--- config.mk ---
export PLATFORM = sky130hd
export DESIGN_NAME = linkon_wake
export DESIGN_NICKNAME = d
export VERILOG_FILES = /design/src/rtl/linkon_wake.sv
export SDC_FILE = /design/constraint.sdc
export NUM_CORES = 1
export LEC_CHECK = 0
export ABC_AREA = 1
export ABC_CLOCK_PERIOD_IN_PS = 1080
export BUFFER_PORTS_ARGS = -buffer_cell sky130_fd_sc_hd__buf_2
export CAP_MARGIN = 0
export CORE_AREA = 2 2 39 41
export CTS_CLUSTER_SIZE = 20
export DETAILED_ROUTE_END_ITERATION = 10
export DIE_AREA = 0 0 41 43
export PLACE_DENSITY_LB_ADDON = 0.12
export SLEW_MARGIN = 20
export SYNTH_ARGS = -nofsm -noshare
export SYNTH_HDL_FRONTEND = slang
export SYNTH_SLANG_ARGS = --single-unit
export TNS_END_PERCENT = 10
--- constraint.sdc ---
create_clock -name clk -period 1.08 [get_ports clk]
set_input_delay 0.054 -clock clk [delete_from_list [all_inputs] [get_ports clk]]
set_output_delay 0.054 -clock clk [all_outputs]
set_load 0.005 [all_outputs]
--- src/rtl/linkon_wake.sv ---
module linkon_wake #(
  parameter int CLK_PERIOD_PS = 5000,
  parameter int HALF_WAVE_PS  = 81500
) (
  input  logic clk,
  input  logic rst_n,
  input  logic pwr_good,
  input  logic link_ctl,
  input  logic linkon_pkt,
  input  logic phy_irq,
  input  logic bus_reset,
  output logic wake_out
);

  localparam int HALF_RAW = (HALF_WAVE_PS + CLK_PERIOD_PS / 2) / CLK_PERIOD_PS;
  localparam int HALF     = (HALF_RAW < 1) ? 1 : HALF_RAW;
  localparam int CW       = (HALF > 1) ? $clog2(HALF) : 1;
  localparam logic [CW-1:0] LAST = CW'(HALF - 1);

  logic          req_q, req_d;
  logic [CW-1:0] cnt_q;
  logic          link_up, wake_evt;

  assign link_up  = pwr_good & link_ctl;
  assign wake_evt = linkon_pkt | phy_irq;

  always_comb begin
    req_d = req_q;
    if (link_up)        req_d = 1'b0;
    else if (bus_reset) req_d = phy_irq;
    else if (wake_evt)  req_d = 1'b1;
  end

  always_ff @(posedge clk) begin
    if (!rst_n) begin
      req_q    <= 1'b0;
      cnt_q    <= '0;
      wake_out <= 1'b0;
    end else begin
      req_q <= req_d;
      if (!req_d) begin
        cnt_q    <= '0;
        wake_out <= 1'b0;
      end else if (!req_q) begin
        cnt_q    <= '0;
        wake_out <= 1'b1;
      end else if (cnt_q == LAST) begin
        cnt_q    <= '0;
        wake_out <= ~wake_out;
      end else begin
        cnt_q <= cnt_q + 1'b1;
      end
    end
  end

  a_r11_idle_low: assert property (@(posedge clk) disable iff (!rst_n)
    !req_q |-> !wake_out);

  a_r8_link_up_clears: assert property (@(posedge clk) disable iff (!rst_n)
    link_up |=> !wake_out);

  a_r9_bus_reset_clears: assert property (@(posedge clk) disable iff (!rst_n)
    (bus_reset && !phy_irq) |=> !wake_out);

  a_r7_set_needs_event: assert property (@(posedge clk) disable iff (!rst_n)
    (!req_q && !(wake_evt && !link_up)) |=> !wake_out);

  a_r2_count_bound: assert property (@(posedge clk) disable iff (!rst_n)
    cnt_q <= LAST);

  a_r2_hold_mid_half: assert property (@(posedge clk) disable iff (!rst_n)
    (req_q && req_d && cnt_q != LAST) |=> $stable(wake_out));

endmodule

Word level (Yosys, flattened, before mapping)

Cells that the tools add are included.
Widths: inputs -> output; s select.

Bits in registers: 6
Input port bits: 7
Output and inout port bits: 1
Logic and storage cells: 19

Add/subtract/negate cells: 1
Equal/unequal tests: 2
Multiplexer cells: 5
Bitwise operators: 6
Reductions and logical operators: 2

Operators by type and width:

| operator            | number |
|---|---|
| $mux 1              | 5 |
| $add 4x1->4 const B | 1 |
| $eq 4x4->1 const B  | 1 |
| $not 1->1           | 4 |
| $reduce_or 4->1     | 1 |
| $ne 2x1->1 const B  | 1 |
| $reduce_and 2->1    | 1 |
| $and 1x1->1         | 1 |
| $or 1x1->1          | 1 |

Logic depth before layout (Yosys ltp)

Depth in word-level cells: 6
Depth in mapped cells: 6
Depth with buffers taken out: 6

Worst setup path before layout

OpenSTA, ideal clock, no wires.

Path type: reg2reg
From: register cnt_q[0]
To: register cnt_q[0]
Library setup time: 0.065 ns
Data arrival time: 0.873 ns
Required time: 1.015 ns
Setup slack: 0.142 ns
Stages on the path, launching flop included: 7
Path buffers: 0
Clock period less this slack: 0.938 ns
Path through: dfxtp_1 > ha_1 > nand3_2 > nand2_1 > inv_1 > nand3_2 > nor2_1

Cells in the longest elaborated chain, start to end: 2
Elaborated cells on any way between the ends: 3
Those cells by class: 1 x add/sub; 1 x eq/ne; 1 x reduce/logical

RTL lines:

| element                                             | line | RTL |
|---|---|---|
| from (decl)                                         | 21   | `logic [CW-1:0] cnt_q;` |
| from (signal assigned)                              | 51   | `cnt_q <= cnt_q + 1'b1;` |
| branches (longest 2 deep; another with $add 4x1->4) | n/a  |  |

Parallel ways; which one is timed is not known.
A chain may end at the register's enable or synchronous reset.

Worst setup path after layout

From: register cnt_q[1]
To: register cnt_q[2]

Same word-level chain as after synthesis.

==> flow_metrics.env <==
export IMPL_power_density_nw_per_um2=1362
export IMPL_port_buffers=7
export IMPL_timing_final_crit_share_pct=93.24
export IMPL_clock_tree_from_tritoncts="yes"
export IMPL_setup_violations_final=0
export IMPL_floorplan_io_pins=8
export IMPL_clk_pin_slew_worst_paths_ns=0.04
export IMPL_grt_first_pass_wirelength_um=779
export IMPL_whs_ns=0.1689
export IMPL_multiInputGateArea_um2=130.1
export IMPL_report_final_hold_viol_count=0
export IMPL_route_detailed_wl_per_inst_um=8.125
export IMPL_detail_placement_hpwl_um=359.3
export IMPL_mappedNetlistNets=38
export IMPL_grt_pass1_vias=202
export IMPL_coreArea_um2=1384
export IMPL_critical_path_class="flop to flop"
export IMPL_routed_wirelength_um=455
export IMPL_congestion_overflow_gr=0
export IMPL_detail_route_first_pass_iterations=3
export IMPL_clock_skew_final_ns=0.0007155
export IMPL_slew_limit_headroom_pct=81.19
export IMPL_root_buffer="sky130_fd_sc_hd__clkbuf_4"
export IMPL_worst_slew_pin_transition_ns=0.2816
export IMPL_nets=50
export IMPL_drt_vias_per_instance=3.875
export IMPL_ys_warn_count=0
export IMPL_timing_critical_path_fanout_max=4
export IMPL_area_delta_synth_final_pct=37.50
export IMPL_netlist_area_um2=250.2
export IMPL_timing_critical_path_cells="ha_2 -> nand3_2 -> nand2_1 -> inv_1 -> nand3_4 -> nor2_1"
export IMPL_initial_core_util_pct=18.08
export IMPL_vdd_drop_max_uv=523.1
export IMPL_htree_num_levels=1
export IMPL_antenna_found_initial=0
export IMPL_fp_dieH_um=43
export IMPL_totalPowerFinal_w=0.0004685
export IMPL_horizontal_die_dimension_um=41
export IMPL_crit_required_ns=1.21
export IMPL_drt_antenna_violating_nets=0
export IMPL_timing_critical_path_slowest_stage_cell="sky130_fd_sc_hd__dfxtp_1"
export IMPL_outcome="completed"
export IMPL_critical_path_top_delay_family="flip-flops"
export IMPL_drc=0
export IMPL_end_kind="flop"
export IMPL_worst_path_buf_inv=1
export IMPL_synth_area_per_cell_um2=8.341
export IMPL_post_synth_inst_count=30
export IMPL_synth_sequential_area_ratio_pct=48.00
export IMPL_grt_start_max_net_pins=5
export IMPL_dp_slack_ns=0.04341
export IMPL_yosys_register_bits=6
export IMPL_num_antenna_cells=0
export IMPL_first_iter_violations=1
export IMPL_cts_buffers_inserted=3
export IMPL_post_route_cells_drive_above_1_share_pct=40.00
export IMPL_cp_slowest_stage_delay_ns=0.34
export IMPL_setup_tns_after_final_layout_ns=0
export IMPL_fmax_mhz=993.1
export IMPL_maxCapViolCount=0
export IMPL_vias=217
export IMPL_ff_latch_area_um2=121.4
export IMPL_dieArea_um2=1763
export IMPL_postLayoutSetupSlackWorst_ns=0.07304
export IMPL_fp_row_count=14
export IMPL_cts_sinks=6
export IMPL_final_period_minus_worst_setup_slack_ns=1.007
export IMPL_rsz_0062_raised_after_global_routing="true"
export IMPL_synth_cell_type_count=11
export IMPL_track_usage_pct=7.143
export IMPL_clk_path_buf_depth=2
export IMPL_critical_path_arrival_ns=1.13
export IMPL_num_fill_cells=162
export IMPL_clk_insertion_delay_late_ns=0.24
export IMPL_worstSetupStartpointType="flop"
export IMPL_hp_class="input port to flop"
export IMPL_cellLeakagePower_nw=0.1582
export IMPL_global_placer_s_final_weighted_congestion=0.5832
export IMPL_slew_violations=0
==> cells in the final DEF, fill, tap and decap left out <==
master                     netlist  layout
sky130_fd_sc_hd__nand2_1         5       5
sky130_fd_sc_hd__xor2_1          1       1
sky130_fd_sc_hd__xnor2_1         1       1
sky130_fd_sc_hd__a21boi_1        1       1
sky130_fd_sc_hd__nand3_2         2       1
sky130_fd_sc_hd__nor2_2          0       2
sky130_fd_sc_hd__nand3_4         0       1
sky130_fd_sc_hd__nor2_1          7       5
sky130_fd_sc_hd__nand3_1         1       1
sky130_fd_sc_hd__clkbuf_4        0       3
sky130_fd_sc_hd__inv_1           4       4
sky130_fd_sc_hd__ha_2            0       1
sky130_fd_sc_hd__buf_2           0       7
sky130_fd_sc_hd__o21bai_1        1       1
sky130_fd_sc_hd__dfxtp_1         6       5
sky130_fd_sc_hd__dfxtp_2         0       1
==> cell usage after synthesis <==
| cell type | instances | area, µm² |
|---|---|---|
| sky130_fd_sc_hd__nor2_1 | 7 | 26.28 |
| sky130_fd_sc_hd__dfxtp_1 | 6 | 120.1 |
| sky130_fd_sc_hd__nand2_1 | 5 | 18.77 |
| sky130_fd_sc_hd__inv_1 | 4 | 15.01 |
| sky130_fd_sc_hd__nand3_2 | 2 | 20.02 |
| sky130_fd_sc_hd__a21boi_1 | 1 | 7.510 |
| sky130_fd_sc_hd__ha_1 | 1 | 12.51 |
| sky130_fd_sc_hd__nand3_1 | 1 | 5.000 |
| sky130_fd_sc_hd__o21bai_1 | 1 | 7.510 |
| sky130_fd_sc_hd__xnor2_1 | 1 | 8.760 |
| sky130_fd_sc_hd__xor2_1 | 1 | 8.760 |
==> final timing paths <==
| path | start | endpoint | slack, ns | cells after the start |
|---|---|---|---|---|
| max | cnt_q[1] | cnt_q[2] | 0.07 | 6 |
| min | link_ctl | req_q | 0.17 | 4 |
| max reg2reg | cnt_q[1] | cnt_q[2] | 0.07 | 6 |
| min reg2reg | cnt_q[0] | cnt_q[0] | 0.42 | 1 |
==> power breakdown <==
| group | leakage (nW) | switching (W) | total [W] | internal (W) |
|---|---|---|---|---|
| Clock | 0.0138 | 0.0000700 | 0.000195 | 0.000125 |
| Sequential | 0.0494 | 0.00000485 | 0.000235 | 0.000230 |
| Combinational | 0.0950 | 0.0000195 | 0.0000389 | 0.0000194 |
| Total | 0.158 | 0.0000944 | 0.000469 | 0.000374 |
==> worst reg2reg max path, cell delays in order (launching register included) <==
cell	delay, ns
sky130_fd_sc_hd__dfxtp_1	0.34
sky130_fd_sc_hd__ha_2	0.20
sky130_fd_sc_hd__nand3_2	0.09
sky130_fd_sc_hd__nand2_1	0.07
sky130_fd_sc_hd__inv_1	0.05
sky130_fd_sc_hd__nand3_4	0.10
sky130_fd_sc_hd__nor2_1	0.05
==> timing repair <==
action / in CTS / in global routing
setup endpoints to repair: 0 / 5
buffers inserted: 0 / 0
hold buffers: 0 / 0
resized for setup: 0 / 5
==> stage by stage <==
stage | cell area [µm²] | utilization [%] | std cells
final | 344.1 | 24.86 | 56
after global routing | 344.1 | 24.86 | 56
after CTS | 327.8 | 23.69 | 56
after detailed placement | 305.3 | 22.06 | 53
after global placement | 305.3 | 22.06 | 53
after floorplan | 250.2 | - | 30
==> area by class of cell <==
cell class / count / area share (%)
Clock buffer: 3 / 6.545
Inverter: 4 / 4.364
Multi-Input combinational cell: 20 / 37.82
Sequential cell: 6 / 35.27
Tap cell: 16 / 5.818
Timing Repair Buffer: 7 / 10.18
==> layer usage <==
layer / GRT usage [%] / wire [µm]
met5: 0 / 0
met4: 6.000 / 4
met3: 4.712 / 17
met2: 10.00 / 250
met1: 6.796 / 183
==> registers in the layout, summed over array words and instances, names as in the netlist <==
signal / flops
cnt_q: 4
req_q: 1
wake_out: 1
==> kinds of logic (layout without fill, tap and decap cells) <==
family	Yosys count	count (layout)	share of synthesized area [%]
compound gates	2	2	6.002
fa+ha+maj	1	1	4.999
simple gates	15	15	28.00
flops	6	6	48.00
xor+xnor	2	2	7.001
buf+inv	4	14	5.998
(Power assumes the default switching activity.)
